**src/rtl/irqd_pkg.sv**
```systemverilog
package irqd_pkg;

    localparam int unsigned PCI_SRCS  = 32;
    localparam int unsigned OBIO_SRCS = 32;
    localparam int unsigned GRP_SIZE  = 4;
    localparam int unsigned SRC_N     = PCI_SRCS + OBIO_SRCS;
    localparam int unsigned PCI_MAPS  = PCI_SRCS / GRP_SIZE;
    localparam int unsigned IDX_W     = 7;
    localparam int unsigned ADDR_W    = 16;
    localparam int unsigned DATA_W    = 32;
    localparam int unsigned ROUTE_W   = DATA_W - 1;

    typedef logic [IDX_W-1:0] req_idx_t;
    localparam req_idx_t REQ_NONE = req_idx_t'(65);

    // window bases; the low bits carry the register index
    localparam logic [ADDR_W-1:0] PCI_MAP_BASE  = 16'h0C00;
    localparam logic [ADDR_W-1:0] OBIO_MAP_BASE = 16'h1000;
    localparam logic [ADDR_W-1:0] PCI_CLR_BASE  = 16'h1400;
    localparam logic [ADDR_W-1:0] OBIO_CLR_BASE = 16'h1800;

    typedef enum logic [2:0] {
        RGN_NONE,
        RGN_PCI_MAP,
        RGN_OBIO_MAP,
        RGN_PCI_CLR,
        RGN_OBIO_CLR
    } rgn_e;

    typedef struct packed {
        rgn_e       rgn;
        logic       upper;
        logic [4:0] idx;
    } cfg_dec_t;

    typedef struct packed {
        logic     valid;
        req_idx_t idx;
    } pick_t;

    function automatic cfg_dec_t decode_addr(input logic [ADDR_W-1:0] a);
        cfg_dec_t d;
        d.rgn   = RGN_NONE;
        d.upper = a[2];
        d.idx   = '0;
        if (a[15:6] == PCI_MAP_BASE[15:6]) begin
            d.rgn = RGN_PCI_MAP;
            d.idx = {2'b00, a[5:3]};
        end else if (a[15:8] == OBIO_MAP_BASE[15:8]) begin
            d.rgn = RGN_OBIO_MAP;
            d.idx = a[7:3];
        end else if (a[15:8] == PCI_CLR_BASE[15:8]) begin
            d.rgn = RGN_PCI_CLR;
            d.idx = {2'b00, a[7:5]};
        end else if (a[15:8] == OBIO_CLR_BASE[15:8]) begin
            d.rgn = RGN_OBIO_CLR;
            d.idx = a[7:3];
        end
        return d;
    endfunction

    function automatic logic [ROUTE_W-1:0] pci_route_rst(input int unsigned g);
        return ROUTE_W'((32'h1F << 6) | (g << 2));
    endfunction

    function automatic logic [ROUTE_W-1:0] obio_route_rst(input int unsigned k);
        return ROUTE_W'(((32'h1F << 6) | 32'h20) + k);
    endfunction

    // lowest set bit of a source vector
    function automatic pick_t lowest_set(input logic [SRC_N-1:0] v);
        pick_t p;
        p.valid = 1'b0;
        p.idx   = REQ_NONE;
        for (int i = SRC_N - 1; i >= 0; i--) begin
            if (v[i]) begin
                p.valid = 1'b1;
                p.idx   = req_idx_t'(i);
            end
        end
        return p;
    endfunction

endpackage

```
**src/rtl/irqd_cfg.sv**
```systemverilog
module irqd_cfg
    import irqd_pkg::*;
(
    input  logic                clk,
    input  logic                rst,
    input  logic                cfg_we,
    input  logic [ADDR_W-1:0]   cfg_addr,
    input  logic [DATA_W-1:0]   cfg_wdata,
    input  req_idx_t            req_q,
    output logic [DATA_W-1:0]   cfg_rdata,
    output logic [PCI_MAPS-1:0] pci_en_nxt,
    output logic [OBIO_SRCS-1:0] obio_en_nxt,
    output logic                drop
);
    logic [PCI_MAPS-1:0]  pci_en_q;
    logic [OBIO_SRCS-1:0] obio_en_q;
    logic [ROUTE_W-1:0]   pci_route  [PCI_MAPS];
    logic [ROUTE_W-1:0]   obio_route [OBIO_SRCS];

    // routing fields are never written, so they are fixed values
    for (genvar g = 0; g < PCI_MAPS; g++) begin : g_pci_route
        assign pci_route[g] = pci_route_rst(g);
    end
    for (genvar k = 0; k < OBIO_SRCS; k++) begin : g_obio_route
        assign obio_route[k] = obio_route_rst(k);
    end

    cfg_dec_t dec;
    logic     wr_ok;
    logic     en_bit;
    logic     req_is_pci;
    logic     req_is_obio;

    assign dec         = decode_addr(cfg_addr);
    assign wr_ok       = cfg_we && dec.upper;
    assign en_bit      = cfg_wdata[DATA_W-1];
    assign req_is_pci  = (req_q[6:5] == 2'b00);
    assign req_is_obio = (req_q[6:5] == 2'b01);

    always_comb begin
        pci_en_nxt  = pci_en_q;
        obio_en_nxt = obio_en_q;
        if (wr_ok && dec.rgn == RGN_PCI_MAP)
            pci_en_nxt[dec.idx[2:0]] = en_bit;
        if (wr_ok && dec.rgn == RGN_OBIO_MAP)
            obio_en_nxt[dec.idx] = en_bit;
    end

    always_comb begin
        drop = 1'b0;
        if (wr_ok) begin
            unique case (dec.rgn)
                RGN_PCI_MAP:
                    drop = !en_bit && req_is_pci && (req_q[4:2] == dec.idx[2:0]);
                RGN_OBIO_MAP:
                    drop = !en_bit && req_is_obio && (req_q[4:0] == dec.idx);
                RGN_PCI_CLR:
                    drop = (req_q[6:2] == {2'b00, dec.idx[2:0]});
                RGN_OBIO_CLR:
                    drop = req_is_obio && (req_q[4:0] == dec.idx);
                default:
                    drop = 1'b0;
            endcase
        end
    end

    always_comb begin
        cfg_rdata = '0;
        if (dec.upper) begin
            if (dec.rgn == RGN_PCI_MAP)
                cfg_rdata = {pci_en_q[dec.idx[2:0]], pci_route[dec.idx[2:0]]};
            else if (dec.rgn == RGN_OBIO_MAP)
                cfg_rdata = {obio_en_q[dec.idx], obio_route[dec.idx]};
        end
    end

    always_ff @(posedge clk) begin
        if (rst) begin
            pci_en_q  <= '0;
            obio_en_q <= '0;
        end else begin
            pci_en_q  <= pci_en_nxt;
            obio_en_q <= obio_en_nxt;
        end
    end

endmodule

```
**src/rtl/irqd_pick.sv**
```systemverilog
module irqd_pick
    import irqd_pkg::*;
(
    input  logic [SRC_N-1:0]     pend,
    input  logic [SRC_N-1:0]     rise,
    input  logic [PCI_MAPS-1:0]  pci_en,
    input  logic [OBIO_SRCS-1:0] obio_en,
    output pick_t                any_pick,
    output pick_t                pci_rise_pick
);
    logic [SRC_N-1:0] en_src;

    // slot sources share an enable per group; on-board ones have their own
    for (genvar i = 0; i < SRC_N; i++) begin : g_en
        if (i < PCI_SRCS) begin : g_pci
            assign en_src[i] = pci_en[i / GRP_SIZE];
        end else begin : g_obio
            assign en_src[i] = obio_en[i - PCI_SRCS];
        end
    end

    assign any_pick      = lowest_set(pend & en_src);
    assign pci_rise_pick = lowest_set({{OBIO_SRCS{1'b0}},
                                       rise[PCI_SRCS-1:0] & en_src[PCI_SRCS-1:0]});

endmodule

```
**src/rtl/irqd_track.sv**
```systemverilog
module irqd_track
    import irqd_pkg::*;
(
    input  logic     clk,
    input  logic     rst,
    input  logic     drop,
    input  pick_t    any_pick,
    input  pick_t    pci_rise_pick,
    output req_idx_t req_q
);
    req_idx_t held;
    req_idx_t req_nxt;

    assign held = drop ? REQ_NONE : req_q;

    always_comb begin
        if (pci_rise_pick.valid)
            req_nxt = pci_rise_pick.idx;
        else if (held != REQ_NONE)
            req_nxt = held;
        else if (any_pick.valid)
            req_nxt = any_pick.idx;
        else
            req_nxt = REQ_NONE;
    end

    always_ff @(posedge clk) begin
        if (rst) req_q <= REQ_NONE;
        else     req_q <= req_nxt;
    end

endmodule

```
**src/rtl/irq_vector_dispatch.sv**
```systemverilog
module irq_vector_dispatch
    import irqd_pkg::*;
(
    input  logic              clk,
    input  logic              rst,
    input  logic [63:0]       irq_in,
    input  logic              cfg_we,
    input  logic [15:0]       cfg_addr,
    input  logic [31:0]       cfg_wdata,
    output logic [31:0]       cfg_rdata,
    output logic [63:0]       ivec_o
);
    logic [SRC_N-1:0]     lvl_q;
    logic [SRC_N-1:0]     rise;
    logic [PCI_MAPS-1:0]  pci_en_nxt;
    logic [OBIO_SRCS-1:0] obio_en_nxt;
    logic                 drop;
    pick_t                any_pick;
    pick_t                pci_rise_pick;
    req_idx_t             req_q;

    always_ff @(posedge clk) begin
        if (rst) lvl_q <= '0;
        else     lvl_q <= irq_in;
    end

    assign rise = irq_in & ~lvl_q;

    irqd_cfg u_cfg (
        .clk         (clk),
        .rst         (rst),
        .cfg_we      (cfg_we),
        .cfg_addr    (cfg_addr),
        .cfg_wdata   (cfg_wdata),
        .req_q       (req_q),
        .cfg_rdata   (cfg_rdata),
        .pci_en_nxt  (pci_en_nxt),
        .obio_en_nxt (obio_en_nxt),
        .drop        (drop)
    );

    irqd_pick u_pick (
        .pend          (irq_in),
        .rise          (rise),
        .pci_en        (pci_en_nxt),
        .obio_en       (obio_en_nxt),
        .any_pick      (any_pick),
        .pci_rise_pick (pci_rise_pick)
    );

    irqd_track u_track (
        .clk           (clk),
        .rst           (rst),
        .drop          (drop),
        .any_pick      (any_pick),
        .pci_rise_pick (pci_rise_pick),
        .req_q         (req_q)
    );

    for (genvar n = 0; n < SRC_N; n++) begin : g_line
        assign ivec_o[n] = (req_q == req_idx_t'(n));
    end

endmodule

```
**config.mk**
```make
export PLATFORM = sky130hd
export DESIGN_NAME = irq_vector_dispatch
export DESIGN_NICKNAME = d
export VERILOG_FILES = /design/src/rtl/irqd_pkg.sv /design/src/rtl/irqd_cfg.sv /design/src/rtl/irqd_pick.sv /design/src/rtl/irqd_track.sv /design/src/rtl/irq_vector_dispatch.sv
export SDC_FILE = /design/constraint.sdc
export NUM_CORES = 1
export LEC_CHECK = 0
export BUFFER_PORTS_ARGS = -buffer_cell sky130_fd_sc_hd__buf_2
export CORE_AREA = 3 3 88 153
export DETAILED_ROUTE_END_ITERATION = 6
export DIE_AREA = 0 0 91 156
export PLACE_DENSITY = 0.86
export SYNTH_ARGS = -nofsm -noshare
export SYNTH_HDL_FRONTEND = slang
export SYNTH_SLANG_ARGS = --single-unit
export TNS_END_PERCENT = 50
```
**constraint.sdc**
```tcl
create_clock -name clk -period 12.22 [get_ports clk]
set_input_delay 1.833 -clock clk [delete_from_list [all_inputs] [get_ports clk]]
set_output_delay 1.833 -clock clk [all_outputs]
set_load 0.03 [all_outputs]
```
* Word-level counts from Yosys, hierarchy flattened
Memory sizes are Yosys's and may differ from the RTL's.
Index checks and enable logic that the tools add are counted.
** Storage, ports and cells
- Memories :: 2
- Logic and storage cells :: 236
- Memory bits (read-only) :: 1240
- Flip-flop bits (word level) :: 79
- Output and inout bits :: 96
** Operators by class
- Bitwise gates (word level) :: 6
- Multiplexer cells :: 129
- Reduce and logical (&&, ||, !) cells :: 13
- Equal/unequal tests :: 76
- $lt $le $gt $ge :: 6
** Memories
- (name not given) :: words 32, width 31, read ports 1, clocked after memory_dff 0, wr ports 0, line irqd_cfg.sv:73 : cfg_rdata = {obio_en_q[dec.idx], obio_route[dec.idx]};
- (name not given) :: words 8, width 31, read ports 1, clocked after memory_dff 0, wr ports 0, line irqd_cfg.sv:71 : cfg_rdata = {pci_en_q[dec.idx[2:0]], pci_route[dec.idx[2:0]]};
** Operators with widths (count)
- 2-to-1 mux 8 bit :: 97
- == test 7 x 6 -> 1 bit (second input constant) :: 32
- 2-to-1 mux 32 bit :: 4
- 2-to-1 mux 31 bit :: 4
- == test 7 x 5 -> 1 bit (second input constant) :: 16
- AND 32 bit :: 2
- AND 64 bit :: 1
- == test 7 x 4 -> 1 bit (second input constant) :: 8
- bitwise mux 32 bit :: 1
- NOT 32 bit :: 1
- == test 7 x 3 -> 1 bit (second input constant) :: 4
- 2-to-1 mux 7 bit :: 4
- == test 8 x 5 -> 1 bit (second input constant) :: 3
- 2-to-1 mux 5 bit :: 4
- == test 7 x 2 -> 1 bit (second input constant) :: 2
- 2-to-1 mux 3 bit :: 4
- == test 10 x 6 -> 1 bit (second input constant) :: 1
- logical AND 1 bit :: 10
- bitwise mux 8 bit :: 1
- == test 7 x 1 -> 1 bit (second input constant) :: 1
- zero test 7 bit :: 1
- != test 7 bit (second input constant) :: 1
- == test 3 x 2 -> 1 bit (second input constant) :: 2
- >= comparator 6 bit (second input constant) :: 1
- 21 further kinds :: 25

* Longest topological paths before layout
Gate-level depths: netlist (run 1).
- Word-level depth :: 79
- Depth in mapped cells :: 15

* Cells and area by module
A second synthesis (run 1) with hierarchy kept.
** Unflattened totals
- Cells, all modules :: 944
- Area total of the unflattened synthesis :: 7549.7 um^2
** By module, submodules not included
- irqd_cfg :: times used 1, cells an instance 346, area each 2970.3 um^2
- irq_vector_dispatch :: times used 1, cells an instance 294, area each 2590.0 um^2
- irqd_pick :: times used 1, cells an instance 263, area each 1605.3 um^2
- irqd_track :: times used 1, cells an instance 41, area each 384.1 um^2

* Worst setup path after synthesis (run 1)
Ideal clock, no wire load.
- Kind :: input port to output port
- From :: in cfg_addr[6]
- To :: out cfg_rdata[31]
- Slack :: 5.177 ns
- Data arrival time :: 5.210 ns
- Stages :: 12
- Buffers on the path :: 4
- Cells stage by stage :: buf_2 nor4b_4 a311oi_4 buf_6 nor2_1 buf_1 buf_2 mux2i_1 mux4_2 a21oi_1 o211ai_1 a21boi_0
** On the way
- Longest elaborated chain between the ends :: 9
** RTL lines
- from (decl) :: line irq_vector_dispatch.sv:8 : input logic [15:0] cfg_addr,
- 2-to-1 mux 5 bit :: line irqd_pkg.sv:55 : end else if (a[15:8] == OBIO_CLR_BASE[15:8]) begin
- 2-to-1 mux 5 bit :: line irqd_pkg.sv:52 : end else if (a[15:8] == PCI_CLR_BASE[15:8]) begin
- 2-to-1 mux 5 bit :: line irqd_pkg.sv:49 : end else if (a[15:8] == OBIO_MAP_BASE[15:8]) begin
- 2-to-1 mux 5 bit :: line irqd_pkg.sv:46 : if (a[15:6] == PCI_MAP_BASE[15:6]) begin
- binary-select mux 1 bit (select 5 bit) :: line irqd_cfg.sv:73
- 2-to-1 mux 1 bit (implied by the code) :: line irqd_cfg.sv:73
- 2-to-1 mux 32 bit :: line irqd_cfg.sv:72 : else if (dec.rgn == RGN_OBIO_MAP)
- 2-to-1 mux 32 bit * :: line irqd_cfg.sv:70 : if (dec.rgn == RGN_PCI_MAP)
- 2-to-1 mux 32 bit * :: line irqd_cfg.sv:69 : if (dec.upper) begin
- to (decl) :: line irq_vector_dispatch.sv:10 : output logic [31:0] cfg_rdata,
Every way passes the cells marked *; elsewhere a longest branch is shown, timed or not. The select of a mux whose other input is x is not followed.

* Worst setup path after layout (run 1)
Ends and elaborated chain as after synthesis.

==> impl_metrics.yaml, run 1 <==
outcome:
  status: "completed"
sta:
  max_freq_ghz: 0.132
  fin_crit_ps: 7600
  clock_skew_ps: 6.01
  fin_setup_tns_ps: 0
  relSlewSlack_pct: 23.1
  slew_violations: 0
  rsz0062_at_grt: "no"
  worst_pin_slew_ps: 1150
  setup_viol: 0
  hold_violations: 0
  period_share_pct: 62.2
final_layout:
  antennaDiodeCount: 0
  nFillCells: 1173
  multi_input_area_um2: 4970
  mostFrequentLayoutCells: "190 x nor2_1, 157 x buf_2, 105 x nand2_1"
  finalNonFillerCells: 1266
  drive_gt1_share_pct: 20.3
  seqCellArea_um2: 1580
  nNetsFinal: 1208
  layout_commonest_cell: "nor2_1"
  fin_area_um2: 7990
  area_delta_synth_final_pct: 13.8
  utilization_pct: 64.3
drt:
  viasPerCell: 6.26
  via_count: 7919
  ant_nets: 0
  dr.pass1.iters: 5
  drc: 0
  drt-initial-drc-count: 666
  avgRoutedWirePerCell_um: 18.2
  drt-total-wl_um: 23000
cts:
  ctsResizeCount: 0
  cts_tree: "yes"
  cts_max_level: 3
  clkLatencyLatePin_ps: 340
  hold_buffers: 0
  clk_pin_slew_ps: 60
  clk_path_buf_depth: 2
  cts_num_sinks: 79
  post_cts_buffers: 0
  cts_buffers: 9
  cts_root_buf: "clkbuf_16"
worst_setup_path:
  reg2reg_from: "u_cfg.pci_en_q[0]$_SDFF_PP0_"
  cp_cell_sequence: "buf_2 -> nor4b_4 -> a311oi_4 -> buf_4 -> nor2_1 -> buf_4 -> nand2_1 -> and3_1 -> a31oi_1 -> nor2_1 -> a21oi_1 -> o221ai_1 -> nand2_1 -> o211ai_1 -> a21boi_0 -> buf_2"
  critPathKind: "in -> out"
  cp.arrival_ps: 5770
  cp_slowest_cell: "nor2_1"
  r2r_end: "u_track.req_q[0]$_SDFF_PP1_"
  r2r_slack_ps: 9280
  crit_fanout: 19
  endpoint_kind: "output port"
  cpLargestDelayFamily: "simple AND/OR/NAND/NOR gates"
  required_ps: 10390
  critPathMaxStageDelay_ps: 710
  crit_buf_inv: 4
  reg2reg_depth: 8
  cp-start-kind: "input port"
grt:
  grt_pass1_wl_um: 35800
  grt_overflow_total: 0
  grt_util_all_layers_pct: 31.1
  antenna_found_initial: 0
  grt_pass1_vias: 7240
  grt_max_degree: 76
synth:
  synth_xor_area_share_pct: 0.499
  syn_inst: 980
  ys_types: 91
  synthArstFlopShare_pct: 0
  syn_avg_cell_area_um2: 7.17
  syn-cell-area_um2: 7020
  muxShareOfSynthArea_pct: 10.7
  synth_edf_count: 0
  ys_seq_elements: 79
  synthSimpleGateAreaFrac_pct: 36.8
  synth_top_family_by_area: "simple AND/OR/NAND/NOR gates"
  synth_top_flop_cell: "dfxtp_1"
  synth_adder_area_share_pct: 0
  yosysSeqAreaShare_pct: 22.5
  yosysWarnings: 0
  synth_compound_area_share_pct: 21.7
placement:
  numPortBuffers: 157
  gp_congestion: 0.981
  hpwl_um: 17200
  place_area_um2: 7710
  dp.cells: 1250
pwr:
  ir_drop_mv: 0.125
  p_per_area_nw_per_um2: 86.0
  power_leakage_nw: 3.21
hold_path:
  hold_start: "u_cfg.obio_en_q[25]$_SDFF_PP0_"
  whs_path_depth: 2
  hold_end: "u_cfg.obio_en_q[25]$_SDFF_PP0_"
  hold_class: "reg -> reg"
floorplanning:
  die_w_um: 91
  rows: 54
  die_h_um: 156
  num_io_pins: 211
  core-area_um2: 12400
  dieArea_um2: 14200
  start_util_pct: 56.5
run:
  maxCapViolCount: 0
[synth_stat cells (11+ instances only)]
cell type	instances	share of area [%]
a211oi_1	16	1.7
a21oi_1	52	3.7
buf_2	14	1.0
buf_4	27	2.9
clkbuf_1	35	1.9
dfxtp_1	79	23
inv_1	24	1.3
mux2i_1	61	8.7
nand2_1	105	5.6
nand2b_1	13	1.2
nand3_1	23	1.6
nand4_1	15	1.3
nor2_1	190	10
nor2b_1	51	4.5
nor3_1	24	1.7
nor4_1	14	1.2
o21ai_0	21	1.5
or3_1	11	0.98
[stage by stage]
step | total power [mW] | setup slack [ps] | hold WS (ps)
after CTS | 0.685 | 4720 | 497
after detailed placement | 0.430 | 4740 | 490
final | 0.687 | 4620 | 499
after floorplan | 0.390 | 5180 | 463
after global placement | 0.428 | 4800 | 479
after global routing | 0.714 | 4440 | 546
[state kept, by name (all words and copies together), names as in the netlist]
register         count
lvl_q               32
u_cfg.obio_en_q     32
u_cfg.pci_en_q       8
u_track.req_q        7
[worst max path at each step]
| stage | start | end | slack (ps) | cells after the start |
|---|---|---|---|---|
| finish | cfg_addr[6] | cfg_rdata[31] | 4620 | 16 |
| global route | cfg_addr[7] | cfg_rdata[31] | 4440 | 16 |
| CTS | cfg_addr[6] | cfg_rdata[31] | 4720 | 16 |
| detailed placement | cfg_addr[6] | cfg_rdata[31] | 4740 | 16 |
| global placement | cfg_addr[7] | cfg_rdata[31] | 4800 | 16 |
| floorplan | cfg_addr[6] | cfg_rdata[31] | 5180 | 12 |
[cell families after synthesis]
group / Yosys count
flops: 79
other cells: 1
xor+xnor: 4
simple gates: 512
buf+inv: 108
mux: 71
compound gates: 205
[metal layers]
layer | vias up | part of all wire (%) | track usage [%]
met4 | 0 | 7.4 | 21.2
met1 | 3641 | 36 | 33.6
met2 | 436 | 51 | 56.0
met5 | - | 0 | 0
li1 | 3725 | - | -
met3 | 117 | 6.4 | 4.05
[report_power, final]
| group | leakage [nW] | total (mW) | switching [mW] | internal [mW] |
|---|---|---|---|---|
| Combinational | 2.43 | 0.154 | 0.103 | 0.0503 |
| Clock | 0.133 | 0.258 | 0.118 | 0.140 |
| Sequential | 0.646 | 0.276 | 0.00906 | 0.267 |
| Total | 3.21 | 0.687 | 0.230 | 0.457 |
[worst min-delay path, stage by stage, from the launching register on]
cell	delay, ps
dfxtp_1	310
o31ai_1	80
a21oi_1	70
[layout make-up]
cell class                 instances  area share (%)
timing repair buffer             167            10.8
inverter                          24            1.13
clock inverter                     7           0.689
multi-input combinational        812            62.2
sequential                        79            19.8
tap                              168            2.63
clock buffer                       9            2.82
Power figures use the tool's default switching activity.
==> inputs of run 2 (changes only) <==
--- a/config.mk
+++ b/config.mk
@@ -6,10 +6,10 @@
 export NUM_CORES = 1
 export LEC_CHECK = 0
 export BUFFER_PORTS_ARGS = -buffer_cell sky130_fd_sc_hd__buf_2
-export CORE_AREA = 3 3 88 153
+export CORE_AREA = 3 3 92 159
 export DETAILED_ROUTE_END_ITERATION = 6
-export DIE_AREA = 0 0 91 156
-export PLACE_DENSITY = 0.86
+export DIE_AREA = 0 0 95 162
+export PLACE_DENSITY = 0.8
 export SYNTH_ARGS = -nofsm -noshare
 export SYNTH_HDL_FRONTEND = slang
 export SYNTH_SLANG_ARGS = --single-unit
==> constraint.sdc (replaced) <==
create_clock -name clk -period 7.4 [get_ports clk]
set_input_delay 1.11 -clock clk [delete_from_list [all_inputs] [get_ports clk]]
set_output_delay 1.11 -clock clk [all_outputs]
set_load 0.03 [all_outputs]
==> run 2 against run 1 <==
  * Worst setup slack worse by 3200 ps
  * Die area increased by 8.4%
  * Clock power is 80% higher
  * Flip-flop and latch count unchanged
  * Critical path type unchanged
==> impl_metrics.yaml, run 2 (synthesis gave the netlist of run 1 again) <==
outcome:
  status: "completed"
floorplanning:
  start_util_pct: 51.9
  die_h_um: 162
  rows: 56
  dieArea_um2: 15400
  core-area_um2: 13500
  num_io_pins: 211
  die_w_um: 95
pwr:
  p_per_area_nw_per_um2: 146
  power.internal_mw: 0.790
  switching_share_pct: 32.8
  power_leakage_nw: 3.24
  comb_power_share_pct: 21.6
  seqPwrFrac_pct: 38.8
  ir_drop_mv: 0.150
  switchingPower_mw: 0.385
  p_clk_share_pct: 39.6
sta:
  setup_viol: 0
  hold_violations: 0
  fin_crit_ps: 5950
  fin_hold_ws_ps: 501
  max_freq_ghz: 0.168
  clock_skew_ps: 6.96
  slew_violations: 0
  worst_pin_slew_ps: 1040
  rsz0062_at_grt: "no"
  relSlewSlack_pct: 28.8
  fin_setup_tns_ps: 0
  period_share_pct: 80.4
grt:
  grt_max_degree: 76
  grt_pass1_wl_um: 36600
  grt_overflow_total: 0
  grt_util_all_layers_pct: 29.8
  antenna_found_initial: 0
  grt_pass1_vias: 7585
cts:
  clk_pin_slew_ps: 70
  clk_path_buf_depth: 2
  cts_root_buf: "clkbuf_16"
  cts_max_level: 3
  cts_num_sinks: 79
  ctsResizeCount: 0
  cts_tree: "yes"
  clkLatencyLatePin_ps: 350
  post_cts_buffers: 0
  hold_buffers: 0
  cts_buffers: 9
drt:
  ant_nets: 0
  avgRoutedWirePerCell_um: 18.1
  drt-initial-drc-count: 535
  drt-total-wl_um: 23100
  drc: 0
  dr.pass1.iters: 5
  via_count: 7933
  viasPerCell: 6.22
final_layout:
  area_delta_synth_final_pct: 14.5
  antennaDiodeCount: 0
  mostFrequentLayoutCells: "190 x nor2_1, 157 x buf_2, 105 x nand2_1"
  multi_input_area_um2: 4970
  nNetsFinal: 1211
  reg_top3: "lvl_q: 32 flops, u_cfg.obio_en_q: 32 flops, u_cfg.pci_en_q: 8 flops"
  drive_gt1_share_pct: 20.5
  nFillCells: 1319
  layout_commonest_cell: "nor2_1"
  seqCellArea_um2: 1580
worst_setup_path:
  critPathKind: "in -> out"
  cp.arrival_ps: 4840
  crit_fanout: 25
  endpoint_kind: "output port"
  cp-start-kind: "input port"
  required_ps: 6290
  r2r_slack_ps: 4450
placement:
  hpwl_um: 17500
  gp_congestion: 0.991
  numPortBuffers: 157
hold_path:
  hold_class: "reg -> reg"
run:
  maxCapViolCount: 0
run 2: area by class of cell:
cell class / instances / area share (%)
Clock buffer: 9 / 2.80
Clock inverter: 7 / 0.980
Inverter: 24 / 1.12
Multi-Input combinational cell: 812 / 61.7
Sequential cell: 79 / 19.7
Tap cell: 174 / 2.71
Timing Repair Buffer: 170 / 11.0
run 2: routing by layer:
metal,routed length (um),global-route usage [%]
met5,0,0
met4,1670,21.7
met3,1300,5.00
met2,11700,51.1
met1,8430,32.2
run 2: power groups by stage:
stage                     combinational [mW]  sequential (mW)  clock [mW]
after floorplan                        0.189            0.454           0
after global placement                 0.246            0.464           0
after detailed placement               0.249            0.465           0
after CTS                              0.250            0.455       0.466
after global routing                   0.280            0.457       0.485
final                                  0.254            0.456       0.465
run 2: path summary, 6_finish.rpt:
path                                   endpoint                     startpoint  cells after the start
hold reg to reg   u_cfg.obio_en_q[4]$_SDFF_PP0_  u_cfg.obio_en_q[4]$_SDFF_PP0_                      2
setup / recovery                  cfg_rdata[31]                    cfg_addr[7]                     12
hold / removal    u_cfg.obio_en_q[4]$_SDFF_PP0_  u_cfg.obio_en_q[4]$_SDFF_PP0_                      2
setup reg to reg    u_track.req_q[3]$_SDFF_PP0_    u_track.req_q[3]$_SDFF_PP0_                      9
run 2: worst max-delay path: stages:
cell and delay [ps]:
buf_2 220, nor4b_4 650, a311o_2 680, nand2_2 480
mux2i_1 220, mux4_2 500, nand3_1 100, o221ai_1 100
nand2_1 90, o211ai_1 90, a21boi_0 310, buf_2 260
run 2: per-stage QoR:
stage	area, um2	utilization [%]	worst slack (ps)	total power, mW	cells
after global routing	8040	59.5	1230	1.22	1275
after detailed placement	7740	57.2	1560	0.714	1259
after floorplan	7090	-	1800	0.643	999
final	8040	59.5	1450	1.17	1275
after global placement	7740	57.2	1620	0.710	1259
after CTS	8040	59.5	1560	1.17	1275
==> inputs of run 3 (changes only) <==
==> constraint.sdc (replaced) <==
create_clock -name clk -period 5.5 [get_ports clk]
set_input_delay 0.825 -clock clk [delete_from_list [all_inputs] [get_ports clk]]
set_output_delay 0.825 -clock clk [all_outputs]
set_load 0.03 [all_outputs]
==> run 3 against run 2 <==
  * Sequential power increased by 34%
  * Worst setup slack worse by 690 ps
  * Flip-flop and latch count is the same
  * Register-to-register slack worse by 1700 ps
  * First-iteration DRC count decreased by 6.2%
==> impl_metrics.yaml, run 3 (synthesis gave the netlist of run 1 again) <==
worst_setup_path:
  cp.arrival_ps: 3910
  endpoint_kind: "output port"
  reg2reg_from: "u_cfg.obio_en_q[31]$_SDFF_PP0_"
  r2r_end: "u_track.req_q[2]$_SDFF_PP0_"
  r2r_slack_ps: 2730
  required_ps: 4680
  crit_fanout: 21
  cp-start-kind: "input port"
  critPathKind: "in -> out"
  reg2reg_depth: 9
hold_path:
  whs_path_depth: 2
  hold_class: "reg -> reg"
  hold_start: "u_cfg.obio_en_q[25]$_SDFF_PP0_"
  hold_end: "u_cfg.obio_en_q[25]$_SDFF_PP0_"
cts:
  cts_max_level: 3
  hold_buffers: 0
  cts_num_sinks: 79
  clk_path_buf_depth: 2
  cts_tree: "yes"
  clk_pin_slew_ps: 70
  ctsResizeCount: 0
  cts_buffers: 9
  cts_root_buf: "clkbuf_16"
  clkLatencyLatePin_ps: 350
  post_cts_buffers: 0
sta:
  fin_hold_ws_ps: 504
  clock_skew_ps: 7.22
  relSlewSlack_pct: 44.3
  max_freq_ghz: 0.211
  setup_viol: 0
  fin_crit_ps: 4740
  fin_setup_tns_ps: 0
  hold_violations: 0
  slew_violations: 0
  period_share_pct: 86.1
  rsz0062_at_grt: "no"
  worst_pin_slew_ps: 836
grt:
  grt_pass1_vias: 7371
  antenna_found_initial: 0
  grt_pass1_wl_um: 36800
  grt_overflow_total: 0
  grt_max_degree: 41
  grt_util_all_layers_pct: 30.2
pwr:
  power_leakage_nw: 3.30
  ir_drop_mv: 0.171
  p_per_area_nw_per_um2: 190
  power_mw: 1.55
drt:
  via_count: 7926
  drt-initial-drc-count: 502
  avgRoutedWirePerCell_um: 18.2
  drt-total-wl_um: 23400
  drc: 0
  viasPerCell: 6.15
  ant_nets: 0
  dr.pass1.iters: 7
run:
  maxCapViolCount: 0
placement:
  place_area_um2: 7840
  numPortBuffers: 157
  gp_congestion: 0.988
  hpwl_um: 18000
floorplanning:
  rows: 56
  die_h_um: 162
  die_w_um: 95
  core-area_um2: 13500
  dieArea_um2: 15400
  start_util_pct: 51.9
  num_io_pins: 211
final_layout:
  area_delta_synth_final_pct: 15.7
  mostFrequentLayoutCells: "190 x nor2_1, 157 x buf_2, 105 x nand2_1"
  nNetsFinal: 1224
  antennaDiodeCount: 0
  fin_area_um2: 8120
  drive_gt1_share_pct: 21.5
  layout_commonest_cell: "nor2_1"
  reg_top3: "lvl_q: 32 flops, u_cfg.obio_en_q: 32 flops, u_cfg.pci_en_q: 8 flops"
outcome:
  status: "completed"
## run 3: cell types whose count changed in the layout (fill, tap and decap cells not counted)
cell       previous run  this run
buf_4                13        26
inv_8                 0         2
bufinv_16             1         0
clkinv_4              2         1
## run 3: worst max-delay path, stage by stage
cell,delay (ps)
buf_2,110
nor3_2,360
nand2_1,400
nor2_1,210
buf_4,350
mux2i_1,170
mux4_2,510
nand3_1,100
o221ai_1,110
nand2_1,90
o211ai_1,90
a21boi_0,310
buf_2,260
## run 3: final cells by class
type / instances / area (um2)
timing repair buffer: 183 / 981
fill: 1294 / 5400
clock buffer: 9 / 225
multi-input combinational: 812 / 4970
inverter: 24 / 90.1
clock inverter: 7 / 62.6
tap: 174 / 218
sequential: 79 / 1580
## run 3: how the worst max path moves through the flow
stage                                       end  slack, ps         start
CTS                               cfg_rdata[31]        850  cfg_addr[10]
floorplan                         cfg_rdata[31]        470   cfg_addr[6]
global placement    u_track.req_q[2]$_SDFF_PP0_        620  cfg_addr[10]
finish                            cfg_rdata[31]        760  cfg_addr[15]
global route                      cfg_rdata[31]        690  cfg_addr[15]
detailed placement  u_track.req_q[2]$_SDFF_PP0_        600  cfg_addr[10]
## run 3: metrics by stage
stage | cells | util, % | setup slack [ps]
after floorplan | 999 | - | 473
after global placement | 1272 | 57.9 | 622
after detailed placement | 1272 | 57.9 | 599
after CTS | 1288 | 60.1 | 851
after global routing | 1288 | 60.1 | 685
final | 1288 | 60.1 | 764
## run 3: power by group
group          internal, mW  total, mW  switching (mW)
Combinational         0.114      0.344           0.230
Clock                 0.317      0.589           0.272
Sequential            0.592      0.613          0.0208
Total                  1.02       1.55           0.523
## run 3: routing by layer
| metal | track usage, % | wire [um] | part of all wire (%) |
|---|---|---|---|
| met1 | 32.7 | 8460 | 36 |
| met2 | 53.5 | 12000 | 51 |
| met3 | 4.54 | 1340 | 5.7 |
| met4 | 18.9 | 1540 | 6.6 |
| met5 | 0 | 0 | 0 |
